`config.mk`:
```
export PLATFORM = sky130hd
export DESIGN_NAME = rtc_calendar_top
export DESIGN_NICKNAME = d
export VERILOG_FILES = /design/src/rtl/rtc_pkg.sv /design/src/rtl/rtc_prescaler.sv /design/src/rtl/rtc_wrap_cnt.sv /design/src/rtl/rtc_timekeeper.sv /design/src/rtl/rtc_alarm.sv /design/src/rtl/rtc_stopwatch.sv /design/src/rtl/rtc_calendar_top.sv
export SDC_FILE = /design/constraint.sdc
export NUM_CORES = 1
export LEC_CHECK = 0
export BUFFER_PORTS_ARGS = -buffer_cell sky130_fd_sc_hd__buf_2
export CORE_MARGIN = 4
export CORE_UTILIZATION = 51
export CTS_BUF_LIST = sky130_fd_sc_hd__clkbuf_16
export DETAILED_ROUTE_END_ITERATION = 6
export GPL_TIMING_DRIVEN = 0
export PLACE_DENSITY = 0.74
export SYNTH_ARGS = -nofsm -noshare
export SYNTH_HDL_FRONTEND = slang
export SYNTH_SLANG_ARGS = --single-unit
```
`constraint.sdc`:
```
create_clock -name clk -period 9.4 [get_ports clk]
set_clock_uncertainty 0.2 [all_clocks]
set_input_delay 1.88 -clock clk [delete_from_list [all_inputs] [get_ports clk]]
set_output_delay 1.88 -clock clk [all_outputs]
set_load 0.02 [all_outputs]
```
`src/rtl/rtc_pkg.sv`:
```
package rtc_pkg;
  localparam int N_EVT = 7;

  localparam int EV_SEC   = 0;
  localparam int EV_MIN   = 1;
  localparam int EV_HOUR  = 2;
  localparam int EV_DAY   = 3;
  localparam int EV_ATOD  = 4;
  localparam int EV_ADAY  = 5;
  localparam int EV_SWUF  = 6;

  typedef enum logic [2:0] {
    RA_TIME   = 3'd0,
    RA_ATOD   = 3'd1,
    RA_ADAY   = 3'd2,
    RA_SWATCH = 3'd3,
    RA_ENABLE = 3'd4,
    RA_STATUS = 3'd5
  } rtc_addr_e;
endpackage

```
`src/rtl/rtc_prescaler.sv`:
```
module rtc_prescaler #(
  parameter int DIV = 32768
) (
  input  logic clk,
  input  logic rst,
  input  logic restart,
  output logic tick
);
  localparam int CW = (DIV > 2) ? $clog2(DIV) : 1;
  localparam logic [CW-1:0] LAST = CW'(DIV - 1);

  logic [CW-1:0] cnt_q;

  assign tick = (cnt_q == LAST);

  always_ff @(posedge clk) begin
    if (rst || restart) cnt_q <= '0;
    else if (tick)      cnt_q <= '0;
    else                cnt_q <= cnt_q + 1'b1;
  end

  // a pulse is never followed directly by another one
  a_r1_tick_gap: assert property (@(posedge clk) disable iff (rst)
    tick |=> !tick);
  // a restart delays the next pulse
  a_r1_restart_quiet: assert property (@(posedge clk) disable iff (rst)
    restart |=> !tick);
endmodule

```
`src/rtl/rtc_wrap_cnt.sv`:
```
module rtc_wrap_cnt #(
  parameter int W   = 6,
  parameter int MAX = 59
) (
  input  logic         clk,
  input  logic         rst,
  input  logic         inc,
  input  logic         load,
  input  logic [W-1:0] load_val,
  output logic [W-1:0] val,
  output logic         wrap
);
  localparam logic [W-1:0] TOP = W'(MAX);

  assign wrap = inc && !load && (val == TOP);

  always_ff @(posedge clk) begin
    if (rst)       val <= '0;
    else if (load) val <= load_val;
    else if (inc)  val <= (val == TOP) ? '0 : val + 1'b1;
  end

  // the top value steps back to zero
  a_r2_wrap_zero: assert property (@(posedge clk) disable iff (rst)
    (inc && !load && val == TOP) |=> (val == '0));
  // without a step or a load the unit holds
  a_r2_hold: assert property (@(posedge clk) disable iff (rst)
    (!inc && !load) |=> $stable(val));
endmodule

```
`src/rtl/rtc_timekeeper.sv`:
```
module rtc_timekeeper #(
  parameter int DAY_W = 15
) (
  input  logic             clk,
  input  logic             rst,
  input  logic             step,
  input  logic             load,
  input  logic [DAY_W+16:0] load_word,
  output logic [DAY_W+16:0] now_word,
  output logic             roll_min,
  output logic             roll_hour,
  output logic             roll_day
);
  localparam int TW = DAY_W + 17;

  logic [5:0]       sec_v, min_v;
  logic [4:0]       hour_v;
  logic [DAY_W-1:0] day_v;
  logic             day_wrap;

  rtc_wrap_cnt #(.W(6), .MAX(59)) u_sec (
    .clk(clk), .rst(rst), .inc(step), .load(load),
    .load_val(load_word[5:0]), .val(sec_v), .wrap(roll_min));

  rtc_wrap_cnt #(.W(6), .MAX(59)) u_min (
    .clk(clk), .rst(rst), .inc(roll_min), .load(load),
    .load_val(load_word[11:6]), .val(min_v), .wrap(roll_hour));

  rtc_wrap_cnt #(.W(5), .MAX(23)) u_hour (
    .clk(clk), .rst(rst), .inc(roll_hour), .load(load),
    .load_val(load_word[16:12]), .val(hour_v), .wrap(roll_day));

  rtc_wrap_cnt #(.W(DAY_W), .MAX((1 << DAY_W) - 1)) u_day (
    .clk(clk), .rst(rst), .inc(roll_day), .load(load),
    .load_val(load_word[TW-1:17]), .val(day_v), .wrap(day_wrap));

  assign now_word = {day_v, hour_v, min_v, sec_v};

  // a day carry only comes from a full hour chain
  a_r2_day_carry: assert property (@(posedge clk) disable iff (rst)
    roll_day |-> (sec_v == 6'd59 && min_v == 6'd59));
endmodule

```
`src/rtl/rtc_alarm.sv`:
```
module rtc_alarm #(
  parameter int DAY_W   = 15,
  parameter bit USE_DAY = 1'b0
) (
  input  logic              clk,
  input  logic              rst,
  input  logic              upd,
  input  logic [DAY_W+16:0] now_word,
  input  logic [DAY_W+16:0] tgt_word,
  output logic              hit
);
  localparam int TW = DAY_W + 17;

  logic tod_eq, day_eq;

  assign tod_eq = (now_word[16:0] == tgt_word[16:0]);

  generate
    if (USE_DAY) begin : g_dated
      assign day_eq = (now_word[TW-1:17] == tgt_word[TW-1:17]);
    end else begin : g_anyday
      assign day_eq = 1'b1;
    end
  endgenerate

  assign hit = upd && tod_eq && day_eq;

  // one firing per matching second
  a_r6_single_hit: assert property (@(posedge clk) disable iff (rst)
    hit |=> !hit);
endmodule

```
`src/rtl/rtc_stopwatch.sv`:
```
module rtc_stopwatch #(
  parameter int SW_W = 16
) (
  input  logic            clk,
  input  logic            rst,
  input  logic            step,
  input  logic            run_en,
  input  logic            load,
  input  logic [SW_W-1:0] load_val,
  output logic [SW_W-1:0] value,
  output logic            running,
  output logic            under
);
  assign under = step && run_en && running && !load && (value == '0);

  always_ff @(posedge clk) begin
    if (rst) begin
      value   <= '0;
      running <= 1'b0;
    end else if (load) begin
      value   <= load_val;
      running <= 1'b1;
    end else if (step && run_en && running) begin
      if (value == '0) running <= 1'b0;
      else             value   <= value - 1'b1;
    end
  end

  // an underflow stops the countdown
  a_r8_stop_after_under: assert property (@(posedge clk) disable iff (rst)
    under |=> !running);
  // a stopped countdown stays frozen until reloaded
  a_r8_frozen: assert property (@(posedge clk) disable iff (rst)
    (!running && !load) |=> (!running && $stable(value)));
  // disabled countdown keeps its value
  a_r7_gated: assert property (@(posedge clk) disable iff (rst)
    (!run_en && !load) |=> $stable(value));
endmodule

```
`src/rtl/rtc_calendar_top.sv`:
```
module rtc_calendar_top #(
  parameter int PRESCALE = 32768,
  parameter int DAY_W    = 15,
  parameter int SW_W     = 16
) (
  input  logic        clk,
  input  logic        rst,
  input  logic        wr_en,
  input  logic [2:0]  wr_addr,
  input  logic [31:0] wr_data,
  input  logic [2:0]  rd_addr,
  output logic [31:0] rd_data,
  output logic [31:0] cal_now,
  output logic        wake_o
);
  import rtc_pkg::*;

  localparam int TW     = DAY_W + 17;
  localparam int N_ALRM = 2;

  logic wr_time, wr_sw, wr_en_reg, wr_status;
  logic tick, step, upd_q;
  logic roll_min, roll_hour, roll_day;
  logic [TW-1:0] now_word;
  logic [TW-1:0] alarm_q [N_ALRM];
  logic [N_ALRM-1:0] alarm_hit;
  logic [SW_W-1:0] sw_val;
  logic sw_run, sw_under;
  logic [N_EVT-1:0] en_q, st_q, evt, clr;

  assign wr_time   = wr_en && (wr_addr == RA_TIME);
  assign wr_sw     = wr_en && (wr_addr == RA_SWATCH);
  assign wr_en_reg = wr_en && (wr_addr == RA_ENABLE);
  assign wr_status = wr_en && (wr_addr == RA_STATUS);

  rtc_prescaler #(.DIV(PRESCALE)) u_div (
    .clk(clk), .rst(rst), .restart(wr_time), .tick(tick));

  assign step = tick && !wr_time;

  rtc_timekeeper #(.DAY_W(DAY_W)) u_time (
    .clk(clk), .rst(rst), .step(step), .load(wr_time),
    .load_word(wr_data[TW-1:0]), .now_word(now_word),
    .roll_min(roll_min), .roll_hour(roll_hour), .roll_day(roll_day));

  always_ff @(posedge clk) begin
    if (rst) upd_q <= 1'b0;
    else     upd_q <= step;
  end

  generate
    for (genvar g = 0; g < N_ALRM; g++) begin : g_alarm
      always_ff @(posedge clk) begin
        if (rst) alarm_q[g] <= '0;
        else if (wr_en && wr_addr == 3'(g + 1)) alarm_q[g] <= wr_data[TW-1:0];
      end

      rtc_alarm #(.DAY_W(DAY_W), .USE_DAY(g == 1)) u_alarm (
        .clk(clk), .rst(rst), .upd(upd_q), .now_word(now_word),
        .tgt_word(alarm_q[g]), .hit(alarm_hit[g]));
    end
  endgenerate

  rtc_stopwatch #(.SW_W(SW_W)) u_sw (
    .clk(clk), .rst(rst), .step(step), .run_en(en_q[EV_SWUF]),
    .load(wr_sw), .load_val(wr_data[SW_W-1:0]),
    .value(sw_val), .running(sw_run), .under(sw_under));

  always_comb begin
    evt           = '0;
    evt[EV_SEC]   = step;
    evt[EV_MIN]   = roll_min;
    evt[EV_HOUR]  = roll_hour;
    evt[EV_DAY]   = roll_day;
    evt[EV_ATOD]  = alarm_hit[0];
    evt[EV_ADAY]  = alarm_hit[1];
    evt[EV_SWUF]  = sw_under;
    clr           = wr_status ? wr_data[N_EVT-1:0] : '0;
  end

  always_ff @(posedge clk) begin
    if (rst) begin
      en_q   <= '0;
      st_q   <= '0;
      wake_o <= 1'b0;
    end else begin
      if (wr_en_reg) en_q <= wr_data[N_EVT-1:0];
      st_q   <= (st_q & ~clr) | evt;
      wake_o <= |(st_q & en_q);
    end
  end

  always_comb begin
    cal_now           = '0;
    cal_now[TW-1:0]   = now_word;
  end

  always_ff @(posedge clk) begin
    if (rst) begin
      rd_data <= '0;
    end else begin
      rd_data <= '0;
      case (rd_addr)
        RA_TIME:   rd_data[TW-1:0] <= now_word;
        RA_ATOD:   rd_data[TW-1:0] <= alarm_q[0];
        RA_ADAY:   rd_data[TW-1:0] <= alarm_q[1];
        RA_SWATCH: begin
          rd_data[SW_W-1:0] <= sw_val;
          rd_data[31]       <= sw_run;
        end
        RA_ENABLE: rd_data[N_EVT-1:0] <= en_q;
        RA_STATUS: rd_data[N_EVT-1:0] <= st_q;
        default:   rd_data <= '0;
      endcase
    end
  end

  // every advance leaves the seconds flag set
  a_r3_sec_flag: assert property (@(posedge clk) disable iff (rst)
    upd_q |-> st_q[EV_SEC]);
  // a written 1 clears a bit that has no new event
  a_r9_w1c: assert property (@(posedge clk) disable iff (rst)
    (wr_status && wr_data[EV_ATOD] && !evt[EV_ATOD]) |=> !st_q[EV_ATOD]);
  // a written 0 keeps a set bit
  a_r9_keep: assert property (@(posedge clk) disable iff (rst)
    (st_q[EV_ADAY] && !(wr_status && wr_data[EV_ADAY])) |=> st_q[EV_ADAY]);
  // wakeup needs an enabled pending event one cycle earlier
  a_r10_wake_src: assert property (@(posedge clk) disable iff (rst)
    wake_o |-> ($past(en_q) != '0 && $past(st_q) != '0));
endmodule

```
Yosys cells after proc, flatten, opt, wreduce, memory -nomap -nowiden
Memories as Yosys holds them, arrays and structs flattened.
Index checks and enable logic that the tools add are counted.
{"block": "word_totals", "in_bits": 41, "ff_bits": 112, "mem_count": 1, "word_cells": 113, "output_inout_bits": 65, "ram_bits": 64}
{"block": "op_classes", "mux": 33, "n_addsub": 6, "n_eq_ne": 19, "reduce_logical": 36, "bitwise_logic": 6}
{"memory": "alarm_q", "words": 2, "word_bits": 32, "rd": 2, "rd_clocked_by_memory_dff": 0, "wr": 2, "line": "rtc_calendar_top.sv:25", "rtl": "logic [TW-1:0] alarm_q [N_ALRM];"}
{"op": "$mux W32", "count": 2}
{"op": "$mux W16", "count": 3}
{"op": "$mux W15", "count": 3}
{"op": "$pmux W15 S3", "count": 1}
{"op": "$pmux W7 S6", "count": 1}
{"op": "$mux W6", "count": 6}
{"op": "$pmux W9 S4", "count": 1}
{"op": "$eq A17 B17 Y1", "count": 2}
{"op": "$add A15 B1 Y15 const B", "count": 2}
{"op": "$eq A15 B15 Y1 const B", "count": 2}
{"op": "$logic_and A1 B1 Y1", "count": 20}
{"op": "$logic_not A16 Y1", "count": 1}
{"op": "$sub A16 B1 Y16 const B", "count": 1}
{"op": "$eq A15 B15 Y1", "count": 1}
{"op": "$mux W5", "count": 3}
{"op": "$and A7 B7 Y7", "count": 2}
{"op": "$add A6 B1 Y6 const B", "count": 2}
{"op": "$eq A3 B2 Y1 const B", "count": 4}
{"op": "$eq A3 B3 Y1 const B", "count": 4}
{"op": "$eq A6 B6 Y1 const B", "count": 2}
{"op": "$reduce_bool A2 Y1", "count": 6}
{"op": "$mux W1", "count": 11}
{"op": "$mux W7", "count": 1}
{"op": "$not A7 Y7", "count": 1}
{"op": "other kinds (13)", "count": 18}

Logic depth before layout (Yosys ltp)
{"block": "logic_depth", "ltp_word": 12, "mapped_depth": 8, "ltp_nobuf": 7}

Modules after synthesis
A second synthesis with hierarchy kept.
{"block": "unflattened", "hier_cells": 926, "area_unflattened_um2": 9272.6}
{"module": "rtc_calendar_top", "area_each_um2": 4895.9, "cells_each": 415, "instances": 1, "seq_area_each_um2": 2882.8}
{"module": "rtc_stopwatch", "area_each_um2": 1044.8, "cells_each": 131, "instances": 1, "seq_area_each_um2": 340.3}
{"module": "rtc_wrap_cnt (u_time.u_day)", "area_each_um2": 957.2, "cells_each": 121, "instances": 1, "seq_area_each_um2": 300.3}
{"module": "rtc_wrap_cnt (u_time.u_min ...)", "area_each_um2": 431.7, "cells_each": 44, "instances": 2, "seq_area_each_um2": 120.1}
{"module": "rtc_prescaler", "area_each_um2": 683.2, "cells_each": 70, "instances": 1, "seq_area_each_um2": 300.3}
{"module": "rtc_alarm (g_alarm[1].u_alarm)", "area_each_um2": 355.3, "cells_each": 44, "instances": 1, "seq_area_each_um2": 0.0}
{"module": "rtc_wrap_cnt (u_time.u_hour)", "area_each_um2": 281.5, "cells_each": 34, "instances": 1, "seq_area_each_um2": 100.1}
{"module": "rtc_alarm (g_alarm[0].u_alarm)", "area_each_um2": 191.4, "cells_each": 23, "instances": 1, "seq_area_each_um2": 0.0}

Worst setup path before layout
OpenSTA, ideal clock, no wires.
{"block": "synth_timing", "path_type": "in2reg", "start": "in wr_en", "end": "mem alarm_q[1][0] in the netlist's numbering, enable pin", "arrival_ns": 4.459, "path_stages": 3, "path_slack_ns": 4.276, "n_path_buf": 0, "setup_time_ns": 0.466, "required_ns": 8.734, "path_cell_list": "nor2b_1 > nand2_1 > o21ai_0"}
{"element": "from (decl)", "line": "rtc_calendar_top.sv:8", "rtl": "input logic wr_en,"}
{"element": "to (decl)", "line": "rtc_calendar_top.sv:25"}

Worst setup path after layout
{"block": "layout_timing", "start": "in rd_addr[0]", "end": "reg rd_data[6]"}
{"block": "layout_via", "elab_chain_cells": 2, "word_cells_on_any_way": 7, "classes_between": "eq/ne (5); mux (1); reduce/logical (1)"}
{"element": "from (decl)", "line": "rtc_calendar_top.sv:11", "rtl": "input logic [2:0] rd_addr,"}
{"element": "$eq A3 B3 Y1 (tied with other cells)", "line": "rtc_calendar_top.sv:103", "rtl": "case (rd_addr)"}
{"element": "$pmux W7 S6 *", "line": "rtc_calendar_top.sv:103"}
{"element": "to (signal, indexed assignment)", "line": "rtc_calendar_top.sv:104", "rtl": "RA_TIME: rd_data[TW-1:0] <= now_word;"}
{"element": "to (signal, indexed assignment)", "line": "rtc_calendar_top.sv:105", "rtl": "RA_ATOD: rd_data[TW-1:0] <= alarm_q[0];"}
{"element": "to (signal, indexed assignment)", "line": "rtc_calendar_top.sv:106", "rtl": "RA_ADAY: rd_data[TW-1:0] <= alarm_q[1];"}
{"element": "to (decl)", "line": "rtc_calendar_top.sv:12", "rtl": "output logic [31:0] rd_data,"}
Mark *: on every way between the ends. The rest lies on a longest branch, timed or not.
A chain may end at the register's enable or synchronous reset.

==> impl_metrics.yaml <==
global_routing:
  grt_max_degree: 33
  grt_pass1_wl_um: 43100
  overflow: 0
  grt_pass1_vias: 7531
  grt_antenna_before_repair: 1
  track_usage: 0.286
final_layout:
  num_antenna_cells: 0
  nets: 1103
  final_common_cell: "buf_2"
  final_util: 0.607
  fin_cells: 1288
  fillers: 1461
  layout-drive-gt1-share: 0.151
  area_growth_pct: 15.6
  layout.cells.most_common_list: "113 x buf_2, 112 x dfxtp_1, 98 x nor2_1, 67 x and2_1, 64 x edfxtp_1"
status:
  violations: "DRC"
  status: "finished, violations left"
flow_run:
  drv_cap: 0
yosys:
  synth_cell_types: 69
  syn_area_sq_um: 8790
  syn_avg_cell_area_sq_um: 9.41
  synthTopCellsByArea: "dfxtp_1 25%, edfxtp_1 22%, and2_1 4.8%"
  synth_edf_count: 64
  synth_top_area_frac: 0.255
  synthArstFlopShare: 0
  ys_seq_area_frac: 0.473
  synthFlopType: "dfxtp_1"
  syn_inst: 935
  ys_warn_count: 0
  synth_top_area_cell: "dfxtp_1"
  syn_nets: 983
  ys_seq_elements: 176
floorplanning:
  core_sq_um: 16800
  rows: 47
  dieArea_sq_um: 19400
  start_util: 0.525
  die-height_um: 139
  dieWidth_um: 139
  io_pins: 106
pwr:
  ir_drop_mv: 0.150
  powerDensity_nw_per_um2: 168
  p_leak_nw: 3.76
sta:
  max-slew-margin-rel: 0.0332
  setup_violations: 0
  slew_viol_final: 0
  fin_crit_sh: 0.465
  hold_violations: 0
  timing.fmax_mhz: 229
  worstMarginPinSlew_ps: 1450
  setup_tns_ps: 0
  rsz0062_at_grt: "no"
  finalCriticalPeriod_ps: 4370
clock_network:
  ctsResizeCount: 0
  numCtsBuffers: 17
  clkTransAtPathRegs_ps: 70
  postCtsHoldBufs: 0
  tritoncts: "yes"
  clkLatencyLatePin_ps: 440
  clkSinkCount: 176
  cts_root_buf: "clkbuf_16"
  h-tree-depth: 4
  cts_setup_buffers: 0
  clockBufferDepth: 2
route:
  remaining_drc_errors: 3
  via_per_inst: 6.24
  drtPass1Iterations: 7
  drtIter0Drc: 1074
  ant_nets: 0
  vias: 8039
  wirelength_um: 28600
  wire_per_inst_um: 22.2
critical_path:
  path_max_fanout: 10
  critical_path_required_ps: 9530
  endpoint_kind: "flip-flop"
  cp.arrival_ps: 4500
  crit_path_start_kind: "input pin"
  path_class: "in2reg"
placement:
  io_buffers: 100
  dp.cells: 1256
  dp_hpwl_um: 20900
  gp_congestion: 0.985
min_path:
  hold_class: "reg2reg"
-- area by class of cell --
class	count	area, sq um	share of cell area
buffer	66	265	0.0261
clock inverter	15	130	0.0128
multi-input combinational	686	4350	0.428
tap	220	275	0.0271
clock buffer	17	425	0.0418
sequential	176	4160	0.410
timing repair buffer	101	528	0.0519
inverter	7	26.3	0.00258
-- state kept, by name, indices dropped and copies added (netlist names) --
signal,count
st_q,7
alarm_q,64
u_div.cnt_q,15
rd_data,32
u_time.u_min.val,6
u_time.u_day.val,15
u_sw.value,16
wake_o,1
upd_q,1
en_q,7
u_time.u_hour.val,5
u_sw.running,1
u_time.u_sec.val,6
-- cell families (layout without fill, tap and decap cells) --
family | count (synthesis) | count (layout) | synth area share
flip-flops | 176 | 176 | 0.473
adder cells (fa/ha/maj) | 7 | 7 | 0.00996
buffers and inverters | 73 | 206 | 0.0331
multiplexers | 28 | 28 | 0.0333
AND/OR/NAND/NOR | 382 | 382 | 0.235
AO/OA/AOI/OAI | 200 | 200 | 0.147
XOR/XNOR | 69 | 69 | 0.0687
-- through the flow --
stage          setup slack (ps)  power (mW)  hold WS, ps  cell area (sq um)
5_1_grt                    5030        1.75          306              10200
3_3_place_gp               2400        1.03          239               9570
6_report                   5030        1.71          270              10200
3_5_place_dp               4800        1.03          250               9610
2_1_floorplan              4280       0.962          226               8790
4_1_cts                    5210        1.70          269              10200
-- final timing paths --
kind              slack, ps  depth (start not counted)      startpoint             end
setup / recovery       5030                          5      rd_addr[0]      rd_data[6]
hold / removal          270                          1  u_div.cnt_q[0]  u_div.cnt_q[0]
setup reg to reg       6540                          7  u_div.cnt_q[0]  u_sw.value[13]
hold reg to reg         270                          1  u_div.cnt_q[0]  u_div.cnt_q[0]
-- cell usage after synthesis (3+ instances only) --
cell and count:
a31oi_1 25, inv_1 6, and2_1 67, mux2i_1 27
a2bb2oi_1 3, or3_1 19, nor4_1 16, nand2_1 62
a311oi_1 3, buf_2 13, nor2b_1 3, a21o_1 3
dfxtp_1 112, o21ai_0 35, edfxtp_1 64, and3_1 6
a22oi_1 45, clkbuf_1 50, nor3_1 26, nor2_1 98
or4_1 5, xor2_1 25, o211ai_1 4, nand3_1 29
a211oi_1 6, ha_1 7, nand3b_1 3, xnor2_1 44
nand4_1 19, a221oi_1 6, nor3b_1 4, o22ai_1 7
and4_1 3, a21oi_1 47
-- critical path, cell delays in order --
cell and delay (ps):
clkbuf_1 320, nor3b_1 1190, clkbuf_1 570, a22oi_1 200, a31oi_1 320
-- power breakdown --
part | switching (mW) | total (mW) | internal (mW)
combinational | 0.116 | 0.176 | 0.0597
sequential | 0.0253 | 0.846 | 0.821
clock | 0.301 | 0.685 | 0.384
total | 0.442 | 1.71 | 1.26
-- routing by layer --
metal	up-vias	global-route usage	part of all wire
li1	3660	-	-
met1	3826	0.384	0.40
met2	485	0.459	0.46
met3	66	0.0552	0.10
met4	2	0.108	0.031
met5	-	0	0.00025
Power figures use the tool's default switching activity.
